<file path="config.mk">
export PLATFORM = sky130hd
export DESIGN_NAME = tx_hold_fifo_irq
export DESIGN_NICKNAME = d
export VERILOG_FILES = /design/src/rtl/txe_pkg.sv /design/src/rtl/txe_queue.sv /design/src/rtl/txe_holdoff.sv /design/src/rtl/txe_irq_id.sv /design/src/rtl/tx_hold_fifo_irq.sv
export SDC_FILE = /design/constraint.sdc
export NUM_CORES = 1
export LEC_CHECK = 0
export ABC_CLOCK_PERIOD_IN_PS = 9500
export CAP_MARGIN = 40
export CORE_UTILIZATION = 60
export CTS_BUF_LIST = sky130_fd_sc_hd__clkbuf_4
export CTS_CLUSTER_SIZE = 14
export DETAILED_ROUTE_END_ITERATION = 10
export GPL_TIMING_DRIVEN = 1
export PLACE_DENSITY = 0.85
export SLEW_MARGIN = 15
export SYNTH_ARGS = -nofsm -noshare
export SYNTH_HDL_FRONTEND = slang
export SYNTH_HIERARCHICAL = 1
export SYNTH_SLANG_ARGS = --single-unit
</file>
<file path="constraint.sdc">
create_clock -name clk -period 9.5 [get_ports clk]
set_input_delay 1.425 -clock clk [delete_from_list [all_inputs] [get_ports clk]]
set_output_delay 1.425 -clock clk [all_outputs]
set_load 0.01 [all_outputs]
</file>
<file path="src/rtl/txe_pkg.sv">
package txe_pkg;

    typedef enum logic [3:0] {
        IID_NONE = 4'h1,
        IID_TXE  = 4'h2,
        IID_RXD  = 4'h4,
        IID_RTO  = 4'hC
    } iid_e;

    // Per-cycle queue events handed from storage to the flag logic
    typedef struct packed {
        logic flush;      // mode change: queue cleared
        logic push;       // host byte accepted
        logic pop;        // head byte taken by serializer
        logic drained;    // this edge leaves the queue empty
        logic two_held;   // this edge leaves two or more bytes queued
    } q_evt_t;

    // Hold-back length: character time less final stop bit, floored at 0
    function automatic logic [7:0] gap_ticks(input logic [7:0] chr,
                                             input logic [7:0] stp);
        return (chr > stp) ? (chr - stp) : 8'd0;
    endfunction

endpackage

</file>
<file path="src/rtl/txe_queue.sv">
module txe_queue
    import txe_pkg::*;
#(
    parameter int unsigned DEPTH  = 16,
    parameter int unsigned DATA_W = 8,
    parameter int unsigned CNT_W  = $clog2(DEPTH + 1)
) (
    input  logic              clk,
    input  logic              rst,
    input  logic              flush,
    input  logic              deep_mode,
    input  logic              wr_req,
    input  logic [DATA_W-1:0] wr_data,
    input  logic              rd_req,
    output logic [DATA_W-1:0] head,
    output logic [CNT_W-1:0]  level,
    output q_evt_t            evt
);
    localparam int unsigned PTR_W = (DEPTH > 1) ? $clog2(DEPTH) : 1;
    localparam logic [PTR_W-1:0] LAST = PTR_W'(DEPTH - 1);

    logic [DATA_W-1:0] store [DEPTH];
    logic [PTR_W-1:0]  wp, rp, wp_inc, rp_inc;
    logic [CNT_W-1:0]  cap, level_nxt;
    logic              push, pop;

    assign cap  = deep_mode ? CNT_W'(DEPTH) : CNT_W'(1);
    assign push = wr_req && (level < cap) && !flush;
    assign pop  = rd_req && (level != '0) && !flush;

    generate
        if ((DEPTH & (DEPTH - 1)) == 0) begin : g_pow2
            assign wp_inc = wp + 1'b1;
            assign rp_inc = rp + 1'b1;
        end else begin : g_wrap
            assign wp_inc = (wp == LAST) ? '0 : wp + 1'b1;
            assign rp_inc = (rp == LAST) ? '0 : rp + 1'b1;
        end
    endgenerate

    always_comb begin
        level_nxt = level;
        if (flush)
            level_nxt = '0;
        else if (push && !pop)
            level_nxt = level + 1'b1;
        else if (pop && !push)
            level_nxt = level - 1'b1;
    end

    always_ff @(posedge clk) begin
        if (rst || flush) begin
            wp    <= '0;
            rp    <= '0;
            level <= '0;
        end else begin
            level <= level_nxt;
            if (push) wp <= wp_inc;
            if (pop)  rp <= rp_inc;
        end
    end

    always_ff @(posedge clk) begin
        if (push) store[wp] <= wr_data;
    end

    assign head = store[rp];

    always_comb begin
        evt          = '0;
        evt.flush    = flush;
        evt.push     = push;
        evt.pop      = pop;
        evt.drained  = pop && !push && (level == CNT_W'(1));
        evt.two_held = !flush && (level_nxt >= CNT_W'(2));
    end

endmodule

</file>
<file path="src/rtl/txe_holdoff.sv">
module txe_holdoff
    import txe_pkg::*;
#(
    parameter int unsigned TIME_W = 8
) (
    input  logic              clk,
    input  logic              rst,
    input  q_evt_t            evt,
    input  logic              deep_mode,
    input  logic              baud_tick,
    input  logic [TIME_W-1:0] char_len,
    input  logic [TIME_W-1:0] stop_len,
    output logic              empty_flag,
    output logic              rise,
    output logic              waiting
);
    logic [TIME_W-1:0] left, gap;
    logic              pair_seen;
    logic              go_now;

    assign gap    = gap_ticks(char_len, stop_len);
    assign go_now = !deep_mode || pair_seen || (gap == '0);

    // rise: the flag becomes set on this edge
    always_comb begin
        rise = 1'b0;
        if (evt.flush)
            rise = !empty_flag || 1'b1;
        else if (evt.push)
            rise = 1'b0;
        else if (evt.drained)
            rise = go_now;
        else if (waiting && baud_tick && left == TIME_W'(1))
            rise = 1'b1;
    end

    always_ff @(posedge clk) begin
        if (rst) begin
            empty_flag <= 1'b1;
            pair_seen  <= 1'b0;
            waiting    <= 1'b0;
            left       <= '0;
        end else if (evt.flush) begin
            empty_flag <= 1'b1;
            pair_seen  <= 1'b0;
            waiting    <= 1'b0;
            left       <= '0;
        end else if (evt.push) begin
            empty_flag <= 1'b0;
            waiting    <= 1'b0;
            if (evt.two_held) pair_seen <= 1'b1;
        end else if (evt.drained) begin
            if (go_now) begin
                empty_flag <= 1'b1;
                pair_seen  <= 1'b0;
            end else begin
                waiting <= 1'b1;
                left    <= gap;
            end
        end else if (waiting && baud_tick) begin
            if (left == TIME_W'(1)) begin
                empty_flag <= 1'b1;
                pair_seen  <= 1'b0;
                waiting    <= 1'b0;
            end else begin
                left <= left - 1'b1;
            end
        end
    end

endmodule

</file>
<file path="src/rtl/txe_irq_id.sv">
module txe_irq_id
    import txe_pkg::*;
(
    input  logic       clk,
    input  logic       rst,
    input  logic       rise,
    input  logic       host_wr,
    input  logic       iid_rd,
    input  logic       deep_mode,
    input  logic       txe_ie,
    input  logic       rx_data_pend,
    input  logic       rx_tmo_pend,
    output iid_e       code,
    output logic       req,
    output logic       pending
);
    logic tx_live;

    assign tx_live = deep_mode && txe_ie && pending;

    always_comb begin
        if (rx_data_pend)
            code = IID_RXD;
        else if (rx_tmo_pend)
            code = IID_RTO;
        else if (tx_live)
            code = IID_TXE;
        else
            code = IID_NONE;
    end

    assign req = (code != IID_NONE);

    always_ff @(posedge clk) begin
        if (rst)
            pending <= 1'b0;
        else if (rise)
            pending <= 1'b1;
        else if (host_wr)
            pending <= 1'b0;
        else if (iid_rd && code == IID_TXE)
            pending <= 1'b0;
    end

endmodule

</file>
<file path="src/rtl/tx_hold_fifo_irq.sv">
module tx_hold_fifo_irq
    import txe_pkg::*;
#(
    parameter int unsigned DEPTH  = 16,
    parameter int unsigned DATA_W = 8,
    parameter int unsigned TIME_W = 8
) (
    input  logic              clk,
    input  logic              rst,
    input  logic              fifo_en,
    input  logic              txe_ie,
    input  logic              host_wr,
    input  logic [DATA_W-1:0] host_wdata,
    input  logic              iid_rd,
    input  logic              tx_pop,
    output logic [DATA_W-1:0] tx_data,
    output logic              tx_ready,
    input  logic              baud_tick,
    input  logic [TIME_W-1:0] char_len,
    input  logic [TIME_W-1:0] stop_len,
    input  logic              rx_data_pend,
    input  logic              rx_tmo_pend,
    output logic              thr_empty,
    output logic              irq,
    output logic [3:0]        iid
);
    localparam int unsigned CNT_W = $clog2(DEPTH + 1);

    logic             mode_q;
    logic             mode_chg;
    logic [CNT_W-1:0] level;
    q_evt_t           evt;
    logic             rise;
    logic             waiting;
    logic             pending;
    iid_e             code;

    always_ff @(posedge clk) begin
        if (rst) mode_q <= 1'b0;
        else     mode_q <= fifo_en;
    end
    assign mode_chg = (mode_q != fifo_en) && !rst;

    txe_queue #(.DEPTH(DEPTH), .DATA_W(DATA_W), .CNT_W(CNT_W)) u_queue (
        .clk       (clk),
        .rst       (rst),
        .flush     (mode_chg),
        .deep_mode (fifo_en),
        .wr_req    (host_wr),
        .wr_data   (host_wdata),
        .rd_req    (tx_pop),
        .head      (tx_data),
        .level     (level),
        .evt       (evt)
    );

    txe_holdoff #(.TIME_W(TIME_W)) u_hold (
        .clk        (clk),
        .rst        (rst),
        .evt        (evt),
        .deep_mode  (fifo_en),
        .baud_tick  (baud_tick),
        .char_len   (char_len),
        .stop_len   (stop_len),
        .empty_flag (thr_empty),
        .rise       (rise),
        .waiting    (waiting)
    );

    txe_irq_id u_irq (
        .clk          (clk),
        .rst          (rst),
        .rise         (rise),
        .host_wr      (host_wr),
        .iid_rd       (iid_rd),
        .deep_mode    (fifo_en),
        .txe_ie       (txe_ie),
        .rx_data_pend (rx_data_pend),
        .rx_tmo_pend  (rx_tmo_pend),
        .code         (code),
        .req          (irq),
        .pending      (pending)
    );

    assign iid      = code;
    assign tx_ready = (level != '0);

endmodule

</file>
==> results of run 1 <==
-- tightest hold or removal path, cell delays in order (launching register included) --
cell	delay (ps)
dfxtp_1	350
nand2_1	60
mux2i_1	60
-- flip-flops by register name, indices dropped and copies added, names as in the netlist, named ones only --
signal and count:
u_hold/left 8, u_queue/rp 4, u_hold/empty_flag 1, u_hold/pair_seen 1, mode_q 1, u_queue/wp 4, u_queue/store 128, u_irq/pending 1
u_hold/waiting 1, u_queue/level 5
-- cell type report --
type	instances	share of cell area, %
repair buffers	60	6.82
clock buffers	20	1.76
inverters	27	1.19
flip-flops and latches	158	52.0
well taps	168	2.46
multi-input cells	294	33.8
clock inverters	12	1.98
-- routing by layer --
| layer | part of all wire, % | routed length, um | vias up | global-route usage, % |
|---|---|---|---|---|
| met3 | 5.3 | 801 | 36 | 4.87 |
| li1 | - | - | 2101 | - |
| met4 | 2.9 | 444 | 0 | 11.8 |
| met5 | 0 | 0 | - | 0 |
| met2 | 51 | 7820 | 167 | 43.0 |
| met1 | 40 | 6170 | 2248 | 30.0 |
-- per-stage QoR --
| step | utilization (%) | cells | hold WS, ps | worst slack (ps) |
|---|---|---|---|---|
| 2_1_floorplan | - | 502 | 451 | 5420 |
| 3_3_place_gp | 66.9 | 701 | 464 | 3540 |
| 3_5_place_dp | 67.4 | 707 | 476 | 4030 |
| 4_1_cts | 70.0 | 739 | 493 | 4620 |
| 5_1_grt | 70.0 | 739 | 518 | 4290 |
| 6_report | 70.0 | 739 | 494 | 4580 |
-- how the worst max path moves through the flow --
stage                 start             end  slack (ps)  cells past startpoint
CTS                 fifo_en  u_hold/left[3]        4620                     13
global route        fifo_en  u_hold/left[7]        4290                     13
floorplan           fifo_en  u_hold/left[3]        5420                     15
finish              fifo_en  u_hold/left[3]        4580                     13
detailed placement  fifo_en  u_hold/left[4]        4030                     13
global placement    fifo_en  u_hold/left[4]        3540                     12
-- placed cells by master, fill, tap and decap left out, drive strengths merged, types with 5 or more instances in the layout --
master / instances
nand4: 6
buf: 12
mux2i: 5
o21ai: 11
nor3: 9
a31oi: 7
edfxtp: 128
a21oi: 12
o32ai: 5
xor2: 7
nor2b: 6
dfxtp: 30
nand2: 17
clkbuf: 20
nor3b: 6
clkinv: 8
xnor2: 8
inv: 27
nand3: 7
nand2b: 8
a211oi: 8
or2: 6
nor2: 47
mux4: 40
nor4: 5
ha: 20
and2: 8
nor4b: 6
clkdlybuf4s50: 48
-- power breakdown --
part	internal [W]	switching [W]
logic	0.000218	0.000219
clock network	0.000216	0.000223
registers	0.000778	0.0000315
total	0.00121	0.000473
==> key figures, run 1 <==
Outcome
  • Status: finished, final reports clean

Synth
  • Synth Instances: ~500
  • Syn Nets: 557
  • Ys Warns: 6
  • Cell Area, Synth: 7610 sq um
  • Avg Inst Size Synth: 15.2 sq um

Route
  • Post-DRT Antenna Nets: 0
  • Final WL: roughly 15,000 um
  • 1st-pass router iterations: 5
  • DR iter-0 viols: 363
  • Via count: 4,552
  • Via/cell ratio: a little over 6
  • Drt wl/cell: 20.6 um
  • DRC: 0

Finish
  • Filler cell count: 826
  • Area growth syn-to-layout: 12.3%
  • Final instance area: between 8000 and 9000 sq um
  • Layout cell share with drive strength beyond 1: 16.5%
  • Post-layout nets: ~610
  • Sequential cell area: 4450 sq um
  • Multi-input logic area: 2890 sq um
  • Ant diodes: 0

Clocking
  • Clock sink count: 158
  • CTS clk-pin slew, worst paths: about 120 ps
  • CTS resizes: 0
  • Post-CTS setup buffers: 0
  • Worst skew pair latency: 540 ps
  • Root buf cell: clkbuf_4
  • H-tree lvl count: 4
  • Post-CTS Hold Buffers: 0
  • CTS tree: done
  • Clock buffer depth: 2
  • TritonCTS Buffers: 17

Power
  • Maximum VDD drop: between 0.1 and 0.15 mV
  • Final Total Pwr: 0.00169 W
  • Leakage power: approximately 2.9 nW
  • Power Dens Cells: a little under 200 nW/um^2

Worst setup path
  • Worst r2r src: mode_q
  • Worst setup EP type: register
  • Worst-case reg-to-reg path depth: 12
  • Most common cell on crit path: buf_4
  • Critical path startpoint category: input pin
  • Worst setup path class: in -> reg
  • Worst R2R End: u_hold/left[3]
  • Critical Path Fanout Max: 24
  • Worst endpoint data arrival time: 5360 ps
  • R2R setup slack: roughly 5800 ps
  • CP Buf/Inv Count: 4
  • Max stage delay cell, worst path: clkdlybuf4s50_1
  • Worst path max stage delay: between 600 and 700 ps
  • CP cell instances: clkdlybuf4s50_1 -> xnor2_1 -> nor2_1 -> nor4b_1 -> a31o_1 -> buf_4 -> nor3_2 -> buf_4 -> clkinv_1 -> nor4b_4 -> o21ai_4 -> a21o_1 -> o221a_4
  • WP data required: 9940 ps
  • Cell family with most CP delay: simple AND/OR/NAND/NOR gates

Global route
  • Grt ovf: 0
  • Total track usage: 24.8%
  • Pin count of the biggest net entering global routing: 33
  • First-pass GRT wire length: 23,500 um
  • Number of global-route vias before repair: roughly 4,500
  • Initial antenna violation count: 0

Timing
  • Slew Limit Headroom: 47.2%
  • Final setup viols: 0
  • Final TNS setup: 0 ps
  • Final Hold Viols: 0
  • Clock Skews: 15.8 ps
  • RSZ-0062 raised after global routing: no
  • Final min period: 4920 ps
  • Final Max Tran Viols: 0
  • Worst slew pin tran: 788 ps
  • Fmax: 203 MHz
  • Fin crit share: 51.8%

Worst hold path
  • Hold Crit Class: reg -> reg
  • Min-delay src: u_hold/left[1]
  • Worst Hold Path EP: u_hold/left[1]
  • Hold Path Depth: 2

Die
  • CORE AREA: 12,200 sq um
  • Die W: 115 um
  • Total die area: roughly 13,000 sq um
  • Initial Util: 62.3%
  • # IOs: 49
  • FP Rows: 40
  • Die height: approximately 110 um

Placement
  • Placed cell areas: 8230 sq um
  • Post-DP HPWL: 10,500 um
  • GP Congestion: approximately 0.81
  • Port bufs: 48

Flow run
  • MaxCap Viol Count: 0
Note: power is estimated with default switching activity, not from simulation.
==> run 2, diff against run 1 <==
- ABC_CLOCK_PERIOD_IN_PS: 9500 -> 4100
- CORE_UTILIZATION: 60 -> 56
- PLACE_DENSITY: 0.85 -> 0.83
- clock period: 9.5 -> 4.1 ns (I/O delays scaled with it)
==> run 2 against run 1 <==
Combinational power increased by 140%. Core utilization shrank 5.4 points. Non-clock buffer count rose by 5. Count of clock-buffer cells in the layout is 2 lower. Hold slack gained 1.9 ps. Sequential power rose by 130%. Largest cell class unchanged. Largest power group unchanged.
==> key figures, run 2 (synthesized netlist as in run 1, its figures left out) <==
Placement
  • Pre-CTS setup slack: about 380 ps
  • Placed cell areas: 8260 sq um
  • GP Congestion: around 0.87
  • Port bufs: 48
  • Post-DP HPWL: between 10,000 and 15,000 um

Global route
  • GRT met2 Usage: 40.7%
  • GR Layer Usage met3: 4.39%
  • Initial antenna violation count: 0
  • Pin count of the biggest net entering global routing: 33
  • First-pass GRT wire length: 24,500 um
  • Number of global-route vias before repair: 4,621
  • Total track usage: 23.4%
  • Busiest grt layer: met2
  • Grt ovf: 0
  • M1 GR Usage: roughly 29%

Clocking
  • Worst skew pair latency: around 530 ps
  • Root buf cell: clkbuf_4
  • Post-CTS setup buffers: 0
  • Post-CTS Hold Buffers: 0
  • Clock buffer depth: 2
  • Clock sink count: 158
  • H-tree lvl count: 4
  • TritonCTS Buffers: 17
  • CTS tree: done
  • CTS clk-pin slew, worst paths: 130 ps
  • CTS resizes: 0

Finish
  • Final instance area: 8550 sq um
  • Layout Utilization: 64.5%
  • Biggest regs: u_queue/store x128, u_hold/left x8, u_queue/level x5
  • Filler cell count: 991
  • Max reg flops: 128
  • Post-layout nets: 618
  • Largest Register: u_queue/store
  • Commonest non-fill, non-tap cell in the layout: edfxtp_1
  • Area growth syn-to-layout: 12.3%
  • Commonest non-fill, non-tap cells in the layout: 128 x edfxtp_1, 48 x clkdlybuf4s50_1, 45 x nor2_1, 29 x dfxtp_1
  • Layout cell share with drive strength beyond 1: 17.5%
  • Ant diodes: 0

Timing
  • Fmax: 273 MHz
  • RSZ-0062 raised after global routing: no
  • Final TNS setup: 0 ps
  • Clock Skews: around 20 ps
  • Final Hold Viols: 0
  • Fin crit share: 89.5%
  • Final min period: 3670 ps
  • Final setup viols: 0
  • Final setup margin: 431 ps
  • Worst slew pin tran: 799 ps
  • Slew Limit Headroom: a little under half
  • Final Max Tran Viols: 0

Worst setup path
  • R2R setup slack: 1060 ps
  • Worst setup EP type: output pin
  • Critical Path Fanout Max: 32
  • Max stage delay cell, worst path: mux4_1
  • WP data required: 3480 ps
  • CP cell instances: buf_4 -> mux4_1 -> mux4_2 -> clkdlybuf4s50_1
  • CP Buf/Inv Count: 2
  • Worst setup path class: reg -> out
  • Cell family with most CP delay: multiplexers
  • Worst path max stage delay: approximately 700 ps
  • Worst endpoint data arrival time: 3050 ps
  • Critical path startpoint category: register

Power
  • Power Dens Cells: 444 nW/um^2
  • Maximum VDD drop: ~0.31 mV
  • Leakage power: slightly below 3 nW
  • Final Total Pwr: 0.00379 W

Die
  • Die height: 119 um
  • FP Rows: 42
  • CORE AREA: 13,200 sq um
  • Total die area: 14,100 sq um
  • Initial Util: 57.5%
  • # IOs: between 40 and 50
  • Die W: 119 um

Route
  • Via/cell ratio: slightly above 6
  • 1st-pass router iterations: 5
  • DRC: 0
  • Post-DRT Antenna Nets: 0
  • Final WL: 15,500 um
  • Via count: 4,595
  • Drt wl/cell: 20.7 um
  • DR iter-0 viols: roughly 330

Worst hold path
  • Hold Crit Class: reg -> reg

Outcome
  • Status: finished, final reports clean

Flow run
  • MaxCap Viol Count: 0
## run 2: stage by stage
| stage | cells | hold slack, ps |
|---|---|---|
| finish | 752 | 496 |
| global route | 752 | 528 |
| CTS | 752 | 500 |
| detailed placement | 720 | 475 |
| global placement | 720 | 461 |
| floorplan | 502 | 451 |
## run 2: final cells by class
cell class	instances	area, sq um	share of cell area (%)
Clock inverter	14	151	1.77
Multi-Input combinational cell	294	2890	33.8
Inverter	27	101	1.19
Clock buffer	18	135	1.58
Tap cell	176	220	2.58
Timing Repair Buffer	65	608	7.11
Sequential cell	158	4450	52.0
## run 2: worst register-to-register path, cell delays in order, from the launching register on
cell	delay (ps)
dfxtp_1	470
inv_1	140
ha_1	260
nor4b_2	190
or3_1	400
nor3_2	200
clkinv_1	170
nor4b_4	350
o21ai_4	150
a21o_1	340
o32ai_2	300
## run 2: layer usage
metal / routed length, um / vias up
met1: 6280 / 2280
met3: 766 / 24
li1: - / 2107
met4: 294 / 0
met5: 0 / -
met2: 8210 / 184
## run 2: final timing paths
path                                       start        endpoint  depth (start not counted)
worst max-delay path                    register      tx_data[4]                          4
worst min-delay path              u_hold/left[1]  u_hold/left[1]                          2
worst max register to register  u_queue/level[0]  u_hold/left[6]                         10
worst min register to register    u_hold/left[1]  u_hold/left[1]                          2
## run 2: power by group
| part | switching [W] | total (W) | internal (W) | leakage (nW) |
|---|---|---|---|---|
| clock | 0.000576 | 0.000909 | 0.000332 | 0.155 |
| combinational | 0.000529 | 0.00103 | 0.000502 | 1.34 |
| sequential | 0.0000537 | 0.00186 | 0.00180 | 1.40 |
| total | 0.00116 | 0.00379 | 0.00264 | 2.89 |
